[src/rtl/adcs_pkg.sv]
package adcs_pkg;
    // Channel count and control layout are fixed by the control byte format
    localparam int NUM_CH    = 8;
    localparam int CH_W      = 3;
    localparam int SEL_W     = 4;
    localparam int CTRL_BITS = 8;
    localparam logic [SEL_W-1:0] SEL_COM = 4'd8;

    typedef enum logic [1:0] {
        PWR_SHUT = 2'd0,
        PWR_DOZE = 2'd1,
        PWR_ON   = 2'd2
    } pwr_e;

    // Returns {positive select, negative select} for a channel field and mode flag
    function automatic logic [2*SEL_W-1:0] mux_decode(input logic [CH_W-1:0] ch,
                                                      input logic single);
        logic [SEL_W-1:0] even_sel;
        logic [SEL_W-1:0] odd_sel;
        even_sel = {1'b0, ch[CH_W-2:0], 1'b0};
        odd_sel  = {1'b0, ch[CH_W-2:0], 1'b1};
        if (single)
            return {1'b0, ch, SEL_COM};
        else if (ch[CH_W-1])
            return {odd_sel, even_sel};
        else
            return {even_sel, odd_sel};
    endfunction
endpackage

[src/rtl/adcs_sync.sv]
// Multi-stage synchroniser for a vector of asynchronous pins.
// Assumes each bit is independent; reset loads RST_VAL into every stage.
module adcs_sync #(
    parameter int W = 1,
    parameter int STAGES = 2,
    parameter logic [W-1:0] RST_VAL = '0
) (
    input  logic         clk,
    input  logic         rst_n,
    input  logic [W-1:0] d_i,
    output logic [W-1:0] q_o
);
    logic [W-1:0] stg_q [STAGES];

    // Shift the pins through the synchroniser chain
    always_ff @(posedge clk) begin
        if (!rst_n) begin
            for (int s = 0; s < STAGES; s++) stg_q[s] <= RST_VAL;
        end else begin
            stg_q[0] <= d_i;
            for (int s = 1; s < STAGES; s++) stg_q[s] <= stg_q[s-1];
        end
    end

    assign q_o = stg_q[STAGES-1];
endmodule

[src/rtl/adcs_ctrl_rx.sv]
// Command receiver: hunts for the start bit, counts serial rising edges of
// the frame, decodes the multiplexer routing and power-down field.
// Assumes rise_i is a one-cycle pulse already gated by an active select.
module adcs_ctrl_rx
    import adcs_pkg::*;
#(
    parameter int FRAME_MIN = 15
) (
    input  logic             clk,
    input  logic             rst_n,
    input  logic             cs_act_i,
    input  logic             rise_i,
    input  logic             sdi_i,
    output logic [SEL_W-1:0] pos_sel_o,
    output logic [SEL_W-1:0] neg_sel_o,
    output logic [1:0]       pd_o,
    output logic             conv_start_o,
    output logic             acq_o
);
    localparam int CNT_W    = $clog2(FRAME_MIN + 1) + 1;
    localparam int LAST_CTL = CTRL_BITS - 1;  // count held before the final control bit
    localparam int SGL_AT   = 5;              // count held before the mode flag

    logic             hunting_q;
    logic [CNT_W-1:0] cnt_q;
    logic [3:0]       sr_q;
    logic             hunt_now;

    // A start bit may be taken while idle or once the minimum frame has elapsed
    assign hunt_now     = hunting_q || (cnt_q == CNT_W'(FRAME_MIN));
    assign conv_start_o = rise_i && !hunt_now && (cnt_q == CNT_W'(LAST_CTL));
    assign acq_o        = !hunting_q && (cnt_q >= CNT_W'(SGL_AT + 1))
                          && (cnt_q <= CNT_W'(LAST_CTL));

    // Frame counter, control shift register and decoded outputs
    always_ff @(posedge clk) begin
        if (!rst_n) begin
            hunting_q <= 1'b1;
            cnt_q     <= '0;
            sr_q      <= '0;
            pos_sel_o <= '0;
            neg_sel_o <= SEL_COM;
            pd_o      <= 2'b00;
        end else if (!cs_act_i) begin
            hunting_q <= 1'b1;
            cnt_q     <= '0;
        end else if (rise_i) begin
            if (hunt_now) begin
                hunting_q <= !sdi_i;
                cnt_q     <= sdi_i ? CNT_W'(1) : '0;
            end else begin
                cnt_q <= cnt_q + 1'b1;
                if (cnt_q < CNT_W'(LAST_CTL))
                    sr_q <= {sr_q[2:0], sdi_i};
                if (cnt_q == CNT_W'(SGL_AT))
                    {pos_sel_o, neg_sel_o} <= mux_decode(sr_q[3:1], sdi_i);
                if (cnt_q == CNT_W'(LAST_CTL))
                    pd_o <= {sr_q[0], sdi_i};
            end
        end
    end

    // a differential route always names the two members of one pair
    p_pair_adjacent_r4: assert property (@(posedge clk) disable iff (!rst_n)
        (neg_sel_o != SEL_COM) |->
            (pos_sel_o[SEL_W-1:1] == neg_sel_o[SEL_W-1:1]) && (pos_sel_o[0] != neg_sel_o[0]));

    // routing moves only on a serial rising edge
    p_mux_holds_r3: assert property (@(posedge clk) disable iff (!rst_n)
        !rise_i |=> $stable(pos_sel_o) && $stable(neg_sel_o));

    // an open frame never counts past the point where hunting resumes
    p_cnt_bound_r7: assert property (@(posedge clk) disable iff (!rst_n)
        !hunting_q |-> (cnt_q <= CNT_W'(FRAME_MIN)) && (cnt_q != '0));
endmodule

[src/rtl/adcs_result_tx.sv]
// Result transmitter: on a load pulse captures the code, then on successive
// serial falling edges raises busy for one period, shifts the code out MSB
// first and drives zero afterwards. Assumes fall_i is gated by the select.
module adcs_result_tx #(
    parameter int DW = 12
) (
    input  logic          clk,
    input  logic          rst_n,
    input  logic          cs_act_i,
    input  logic          fall_i,
    input  logic          load_i,
    input  logic [DW-1:0] code_i,
    output logic          sdo_o,
    output logic          busy_o,
    output logic          active_o
);
    localparam int LEFT_W = $clog2(DW);

    logic              armed_q;
    logic              busy_q;
    logic              shift_q;
    logic              sdo_q;
    logic [DW-1:0]     sr_q;
    logic [LEFT_W-1:0] left_q;

    // Sequence: armed -> busy -> shifting -> idle, advanced on falling edges
    always_ff @(posedge clk) begin
        if (!rst_n) begin
            armed_q <= 1'b0;
            busy_q  <= 1'b0;
            shift_q <= 1'b0;
            sdo_q   <= 1'b0;
            sr_q    <= '0;
            left_q  <= '0;
        end else if (!cs_act_i) begin
            armed_q <= 1'b0;
            busy_q  <= 1'b0;
            shift_q <= 1'b0;
            sdo_q   <= 1'b0;
        end else if (load_i) begin
            armed_q <= 1'b1;
            sr_q    <= code_i;
        end else if (fall_i) begin
            if (armed_q) begin
                armed_q <= 1'b0;
                busy_q  <= 1'b1;
                sdo_q   <= 1'b0;
            end else if (busy_q) begin
                busy_q  <= 1'b0;
                shift_q <= 1'b1;
                sdo_q   <= sr_q[DW-1];
                sr_q    <= sr_q << 1;
                left_q  <= LEFT_W'(DW - 1);
            end else if (shift_q) begin
                if (left_q != '0) begin
                    sdo_q  <= sr_q[DW-1];
                    sr_q   <= sr_q << 1;
                    left_q <= left_q - 1'b1;
                end else begin
                    sdo_q   <= 1'b0;
                    shift_q <= 1'b0;
                end
            end
        end
    end

    assign sdo_o    = sdo_q;
    assign busy_o   = busy_q;
    assign active_o = armed_q || busy_q || shift_q;

    // busy never survives a second falling edge
    p_busy_single_r5: assert property (@(posedge clk) disable iff (!rst_n)
        busy_q && fall_i |=> !busy_q);

    // the falling edge that clears busy starts the result shift
    p_busy_then_msb_r6: assert property (@(posedge clk) disable iff (!rst_n)
        busy_q && fall_i |=> shift_q);
endmodule

[src/rtl/adcs_serial_slave.sv]
// Top level of the serial converter slave: synchronises the pins, detects
// serial clock edges, and joins the command receiver, the result transmitter
// and the power-state decode. Assumes clk is at least 8x the serial clock.
module adcs_serial_slave
    import adcs_pkg::*;
#(
    parameter int DW = 12,
    parameter int FRAME_MIN = 15,
    parameter int SYNC_STAGES = 2
) (
    input  logic                 clk,
    input  logic                 rst_n,
    input  logic                 dclk_i,
    input  logic                 cs_n_i,
    input  logic                 din_i,
    input  logic                 shdn_n_i,
    input  logic [NUM_CH*DW-1:0] code_bus_i,
    output logic                 dout_o,
    output logic                 dout_oe_o,
    output logic                 busy_o,
    output logic                 busy_oe_o,
    output logic [SEL_W-1:0]     pos_sel_o,
    output logic [SEL_W-1:0]     neg_sel_o,
    output logic [1:0]           pwr_o
);
    logic [2:0]    pins_s;
    logic          dclk_s, csn_s, din_s, dclk_d_q;
    logic          cs_act, rise, fall;
    logic [1:0]    pd;
    logic          conv_start, acq, tx_active, sdo, busy;
    logic [DW-1:0] code;
    pwr_e          pwr;

    adcs_sync #(.W(3), .STAGES(SYNC_STAGES), .RST_VAL(3'b010)) u_sync (
        .clk(clk), .rst_n(rst_n), .d_i({din_i, cs_n_i, dclk_i}), .q_o(pins_s));

    assign {din_s, csn_s, dclk_s} = pins_s;
    assign cs_act = !csn_s;

    // Delayed copy of the synchronised serial clock for edge detection
    always_ff @(posedge clk) begin
        if (!rst_n) dclk_d_q <= 1'b0;
        else        dclk_d_q <= dclk_s;
    end

    assign rise = cs_act && dclk_s && !dclk_d_q;
    assign fall = cs_act && !dclk_s && dclk_d_q;

    adcs_ctrl_rx #(.FRAME_MIN(FRAME_MIN)) u_rx (
        .clk(clk), .rst_n(rst_n), .cs_act_i(cs_act), .rise_i(rise), .sdi_i(din_s),
        .pos_sel_o(pos_sel_o), .neg_sel_o(neg_sel_o), .pd_o(pd),
        .conv_start_o(conv_start), .acq_o(acq));

    assign code = code_bus_i[int'(pos_sel_o[CH_W-1:0]) * DW +: DW];

    adcs_result_tx #(.DW(DW)) u_tx (
        .clk(clk), .rst_n(rst_n), .cs_act_i(cs_act), .fall_i(fall), .load_i(conv_start),
        .code_i(code), .sdo_o(sdo), .busy_o(busy), .active_o(tx_active));

    // Power state: shutdown pin wins, then mode field and activity
    always_comb begin
        if (!shdn_n_i)                          pwr = PWR_SHUT;
        else if (pd != 2'b00 || acq || tx_active) pwr = PWR_ON;
        else                                    pwr = PWR_DOZE;
    end

    assign pwr_o     = pwr;
    assign dout_oe_o = cs_act;
    assign busy_oe_o = cs_act;
    assign dout_o    = cs_act && sdo;
    assign busy_o    = cs_act && busy;

    // in doze the pins carry no busy flag and no result data
    p_doze_quiet_r8: assert property (@(posedge clk) disable iff (!rst_n)
        (pwr_o == PWR_DOZE) |-> !busy_o && !dout_o);
endmodule

[config.mk]
export PLATFORM = sky130hd
export DESIGN_NAME = adcs_serial_slave
export DESIGN_NICKNAME = d
export VERILOG_FILES = /design/src/rtl/adcs_pkg.sv /design/src/rtl/adcs_sync.sv /design/src/rtl/adcs_ctrl_rx.sv /design/src/rtl/adcs_result_tx.sv /design/src/rtl/adcs_serial_slave.sv
export SDC_FILE = /design/constraint.sdc
export NUM_CORES = 1
export LEC_CHECK = 0
export ABC_AREA = 1
export BUFFER_PORTS_ARGS = -buffer_cell sky130_fd_sc_hd__buf_4
export CORE_ASPECT_RATIO = 1.4
export CORE_UTILIZATION = 51
export DETAILED_ROUTE_END_ITERATION = 10
export PLACE_DENSITY = 0.86
export SLEW_MARGIN = 20
export SYNTH_ARGS = -nofsm -noshare
export SYNTH_HDL_FRONTEND = slang
export SYNTH_SLANG_ARGS = --single-unit
[constraint.sdc]
create_clock -name clk -period 2.4 [get_ports clk]
set_input_delay 0.36 -clock clk [delete_from_list [all_inputs] [get_ports clk]]
set_output_delay 0.36 -clock clk [all_outputs]
set_load 0.05 [all_outputs]
==> metrics.md, run 1 <==
| Metric | Value |
|---|---|
| Status | finished, violations left |
| Violated checks | design-rule violations |
| Die height | 99.2 um |
| Area leader, netlist | dfxtp_1 |
| Syn_nets | 673 |
| Max-Cap Viols | 0 |
| Io pins | 116 |
| Clock Tree Root | clkbuf_8 |
| Number of global-route vias before repair | 3462 |
| Pwr dens | 346 mW/mm^2 |
| Minimum clock period | 2.15 ns |
| WS Path Type | reg2out |
| Grt total ovfl | 0 |
| Critical path arrival | 1.79 ns |
| First-pass GRT wire length | 14.8 mm |
| Leak | 2.30 nW |
| Core ar. | 0.00657 mm^2 |
| Worst-margin pin slew | 0.688 ns |
| Hold WS | 0.233 ns |
| Tcrit/Tclk final | 0.898 |
| Post-CTS Resized | 0 |
| Count of different cell masters after synthesis | 37 |
| Cells after Synth | 566 |
| Port bufs | 114 |
| Worst skew pair latency | 0.30 ns |
| Antenna Diode Count | 0 |
| Total negative slack | 0 ns |
| Post-synth top area share | 0.268 |
| CP required | 2.04 ns |
| Sequential element share of the synthesized area | 0.268 |
| Most frequent cell after synthesis | nand2_1 |
| Critical Path Fanout Max | 6 |
| Post-Layout Cell Count | 739 |
| Worst-path clk slew | 0.08 ns |
| Cts hold-fix bufs | 0 |
| Die area | 0.00708 mm^2 |
| Design area | 0.00434 mm^2 |
| Total number of vias | 3770 |
| Post-layout util | 0.661 |
| Post-DRT Antenna Nets | 0 |
| Avg Vias per Cell | 5.10 |
| Dpl ws | 0.477 ns |
| Max-slew violation count | 0 |
| Area of the mapped netlist | 0.00344 mm^2 |
| # H-tree levels | 2 |
| CTS tree | yes |
| Ys async rst share | 0 |
| HPWL after DPL | 6.68 mm |
| Iter 0 DRT Violations | 208 |
| Syn Area/Cell | 6.07 um^2 |
| Hold Violations, Final | 0 |
| Setup Fix Bufs, Post-CTS | 0 |
| Number of buffers created by CTS | 5 |
| Final GP Congestion | 0.920 |
| Startpoint Class | flip-flop |
| Starting Density | 0.523 |
| DP Area | 0.00425 mm^2 |
| DIE WIDTH | 71.4 um |
| Setup Skew | 0.00551 ns |
| Most common library cells after synthesis | 166 x nand2_1, 110 x inv_1, 82 x nand3_1 |
| Post-route DRC violation count | 2 |
| WL per Instance | 11.8 um |
| Largest cells by area after synthesis | dfxtp_1 27%, nand2_1 18%, inv_1 12% |
| Largest net degree at the start of global routing | 51 |
| CTS Sinks | 46 |
| Worst vdd ir | 219 uV |
| Ys flop type | dfxtp_1 |
| Initial antenna violation count | 0 |
| Num rows | 35 |
| Hold Path Class | in2reg |
| Endpoints failing setup | 0 |
| RSZ-0062 raised after global routing | false |
| Total Routing Usage GR | 0.258 |
| Fin worst setup slack | 0.245 ns |
| Number of synthesized flops with an enable pin | 0 |
| Area Growth Syn to Fin | 26.2% |
| Synth Register Bits | 46 |
| Synth warn | 0 |
| Maximum clock insertion buffer count | 2 |
| Max Freq | 464 MHz |
| Total Wirelength | 8.73 mm |
| Placed Cells | 731 |
| TritonRoute pass-1 iters | 7 |
| Share of cells above drive strength 1 | 0.251 |
| Crit. End Element | output pin |
| Final nets | 771 |
| Power Total | 1.50 mW |
| Slew margin rel. | 0.541 |
[power breakdown]
group | internal [mW] | switching, mW
clock | 0.232 | 0.264
sequential | 0.768 | 0.00482
combinational | 0.138 | 0.0956
total | 1.14 | 0.364
[routing by layer]
metal  vias up  global-route usage  wire length (um)
li1       1934                   -                 -
met1      1660               0.294              3480
met2       153               0.473              4510
met3        23              0.0344               476
met4         0               0.109               252
met5         -                   0                 0
[area by class of cell]
cell class              instances  area (um^2)
clock buffers                   6         82.6
clock inverters                 2         12.5
fillers                       566         2230
inverters                     114          430
multi-input cells             376         1890
flip-flops and latches         46          921
well taps                      74         92.6
repair buffers                121          908
[cells in the final DEF, fill, tap and decap left out, types with 3 or more instances in the layout]
cell	n
inv_1	110
o21bai_1	9
nand2_1	166
nor3_1	3
nand3_1	82
clkbuf_8	6
buf_4	121
o21bai_2	4
nand2_2	3
dfxtp_1	46
ha_1	5
nor2_1	23
nor2_4	4
o21ai_0	14
or2_2	5
a21oi_2	5
nand3_2	9
a21oi_1	31
[registers in the layout, summed over array words and instances, names as in the netlist]
signal,flops
dclk_d_q,1
u_rx.cnt_q,5
u_rx.hunting_q,1
u_rx.neg_sel_o,4
u_rx.pd_o,2
u_rx.pos_sel_o,3
u_rx.sr_q,4
u_sync.stg_q,6
u_tx.armed_q,1
u_tx.busy_o,1
u_tx.left_q,4
u_tx.sdo_o,1
u_tx.shift_q,1
u_tx.sr_q,12
[worst max-delay path, stage by stage (launching register included)]
cell     delay, ns
dfxtp_1       0.42
ha_1          0.26
nand3_2       0.17
inv_1         0.15
o21ai_0       0.14
a21oi_1       0.15
buf_4         0.21
[final timing paths]
check / cells past startpoint / to / from / slack [ns]
max reg2reg: 10 / u_rx.sr_q[2]$_SDFFE_PN0P_ / u_rx.cnt_q[1]$_SDFFE_PP0N_ / 0.41
min reg2reg: 2 / u_sync.stg_q[0][5]$_SDFF_PN0_ / u_sync.stg_q[0][2]$_SDFF_PN0_ / 0.42
max: 6 / pwr_o[1] / u_rx.cnt_q[1]$_SDFFE_PP0N_ / 0.25
min: 3 / u_sync.stg_q[0][0]$_SDFF_PN0_ / dclk_i / 0.23
[cells by family (layout without fill, tap and decap cells)]
| logic type | after synthesis | after routing | share of synthesized area |
|---|---|---|---|
| compound gates | 68 | 68 | 0.122 |
| xor+xnor | 1 | 1 | 0.00255 |
| fa+ha+maj | 5 | 5 | 0.0182 |
| buf+inv | 144 | 243 | 0.182 |
| flops | 46 | 46 | 0.268 |
| other cells | 1 | 1 | 0.00109 |
| simple gates | 301 | 301 | 0.406 |
Power figures use the tool's default switching activity.
==> inputs of run 2 (changes only) <==
Settings changed: PLACE_DENSITY 0.86 to 0.84.
==> run 2 against run 1 <==
Compared with the run above: the flow still finishes with violations (design-rule violations); clock-buffer cell count is 1 lower; combinational power is essentially flat; clock skew increased by 0.0086 ns; via count up 1.1%; sequential cell count did not move; sequential share of layout area down 0.12 points; maximum frequency shrank 0.35%; non-clock buffer count is 1 higher; die area stayed put.
==> metrics.md, run 2 (synthesized netlist as in run 1, its figures left out) <==
| Metric | Value |
|---|---|
| Biggest register | u_tx.sr_q |
| Status | finished, violations left |
| Endpoints failing setup | 0 (unchanged) |
| Critical Path Fanout Max | 6 (unchanged) |
| Total negative slack | 0 ns (unchanged) |
| Post-route DRC violation count | 2 (unchanged) |
| Number of buffers created by CTS | 5 (unchanged) |
| Startpoint Class | flip-flop |
| Final nets | 772 (+0.13%) |
| Design area | 0.00437 mm^2 (+0.58%) |
| Leak | 2.32 nW (+0.67%) |
| Hold Path Class | in2reg |
| Number of global-route vias before repair | 3509 (+1.4%) |
| Minimum clock period | 2.16 ns (+0.00762 ns) |
| Met3 Routed Length | 508 um (+6.7%) |
| Max reg flops | 12 (unchanged) |
| HPWL after DPL | 6.77 mm (+1.3%) |
| Total number of vias | 3813 (+1.1%) |
| Worst-path clk slew | 0.09 ns (about the same) |
| Num rows | 35 (unchanged) |
| Worst vdd ir | 350 uV (+60%) |
| Port bufs | 114 (unchanged) |
| First-pass GRT wire length | 14.8 mm (+0.23%) |
| Die area | 0.00708 mm^2 (unchanged) |
| Commonest non-fill, non-tap cells in the layout | 166 x nand2_1, 122 x buf_4, 110 x inv_1, 82 x nand3_1, 46 x dfxtp_1 |
| WS Path Type | reg2out |
| Antenna Diode Count | 0 (unchanged) |
| Cts hold-fix bufs | 0 (unchanged) |
| # H-tree levels | 2 (unchanged) |
| Critical path arrival | 1.80 ns (about the same) |
| Post-DRT Antenna Nets | 0 (unchanged) |
| Regs by FF count | u_tx.sr_q: 12 flops, u_sync.stg_q: 6 flops, u_rx.cnt_q: 5 flops |
| DIE WIDTH | 71.4 um (unchanged) |
| WL per Instance | 11.9 um (+1.0%) |
| Maximum clock insertion buffer count | 2 (unchanged) |
| DRT met1 WL | 3.50 mm (+0.34%) |
| Setup Skew | 0.0141 ns (+0.00863 ns) |
| Crit. End Element | output pin |
| Violated checks | design-rule violations |
| Io pins | 116 (unchanged) |
| DP Area | 0.00425 mm^2 (+0.18%) |
| Die height | 99.2 um (unchanged) |
| Core ar. | 0.00657 mm^2 (unchanged) |
| Area Growth Syn to Fin | 27.0% |
| Final GP Congestion | 0.967 (+5.1%) |
| Worst-margin pin slew | 0.681 ns (-0.00699 ns) |
| Top sig layer | met4 |
| Total Wirelength | 8.83 mm (+1.1%) |
| Share of cells above drive strength 1 | 0.252 (+0.00112) |
| Iter 0 DRT Violations | 197 (-5.3%) |
| CTS Sinks | 46 (unchanged) |
| Hold Violations, Final | 0 (unchanged) |
| Met2 WL | 4.54 mm (+0.51%) |
| Most common library cell in the layout ignoring fill and taps | nand2_1 |
| Max Freq | 462 MHz (-0.35%) |
| Worst skew pair latency | 0.31 ns (about the same) |
| Post-CTS Resized | 0 (unchanged) |
| Max-slew violation count | 0 (unchanged) |
| RSZ-0062 raised after global routing | false |
| Largest net degree at the start of global routing | 51 (unchanged) |
| Grt total ovfl | 0 (unchanged) |
| Setup Fix Bufs, Post-CTS | 0 (unchanged) |
| Slew margin rel. | 0.545 (+0.00466) |
| Fill cells | 570 (+0.71%) |
| TritonRoute pass-1 iters | 9 (+2) |
| Clock Tree Root | clkbuf_8 |
| Initial antenna violation count | 0 (unchanged) |
| Total Routing Usage GR | 0.258 (about the same) |
| Max-Cap Viols | 0 (unchanged) |
| Avg Vias per Cell | 5.15 (+1.0%) |
| CTS tree | yes |
| Tcrit/Tclk final | 0.901 (+0.00317) |
| Pwr dens | 364 mW/mm^2 (+5.3%) |
| CP required | 2.04 ns (about the same) |
| Starting Density | 0.523 (unchanged) |
| Hold WS | 0.224 ns (-0.00863 ns) |
run 2: per-layer routing:
layer	up-vias	global-route usage
met5	-	0
met4	0	0.118
met3	27	0.0355
met2	175	0.469
met1	1679	0.293
li1	1932	-
run 2: stage by stage:
step / utilization / std cells / total power [mW] / setup slack [ns]
5_1_grt: 0.665 / 740 / 1.66 / 0.105
3_3_place_gp: 0.647 / 732 / 1.02 / 0.591
2_1_floorplan: - / 566 / 0.878 / 0.327
6_report: 0.665 / 740 / 1.59 / 0.238
4_1_cts: 0.665 / 740 / 1.59 / 0.242
3_5_place_dp: 0.647 / 732 / 1.02 / 0.495
run 2: area by class of cell:
cell class | instances | area (um^2) | area share
sequential | 46 | 921 | 0.211
tap | 74 | 92.6 | 0.0212
multi-input combinational | 376 | 1890 | 0.434
inverter | 114 | 430 | 0.0986
timing repair buffer | 122 | 916 | 0.210
clock inverter | 3 | 43.8 | 0.0100
clock buffer | 5 | 68.8 | 0.0158
run 2: report_power, final:
| group | internal, mW | switching [mW] | total, mW | leakage (nW) |
|---|---|---|---|---|
| logic | 0.138 | 0.0972 | 0.235 | 1.89 |
| registers | 0.768 | 0.00469 | 0.772 | 0.372 |
| clock network | 0.312 | 0.270 | 0.582 | 0.0585 |
| total | 1.22 | 0.372 | 1.59 | 2.32 |
run 2: worst paths after layout:
check / from / end / slack [ns] / depth (start not counted)
worst max-delay path: u_rx.cnt_q[1]$_SDFFE_PP0N_ / pwr_o[1] / 0.24 / 6
worst min register to register: u_sync.stg_q[0][2]$_SDFF_PN0_ / u_sync.stg_q[0][5]$_SDFF_PN0_ / 0.42 / 2
worst min-delay path: din_i / u_sync.stg_q[0][2]$_SDFF_PN0_ / 0.22 / 3
worst max register to register: u_rx.cnt_q[1]$_SDFFE_PP0N_ / u_tx.sr_q[9]$_SDFFE_PN0P_ / 0.46 / 9
run 2: worst max-delay path: stages, from the launching register on:
cell     delay [ns]
dfxtp_1        0.45
ha_1           0.25
nand3_2        0.17
inv_1          0.14
o21ai_0        0.13
a21oi_1        0.15
buf_4          0.21
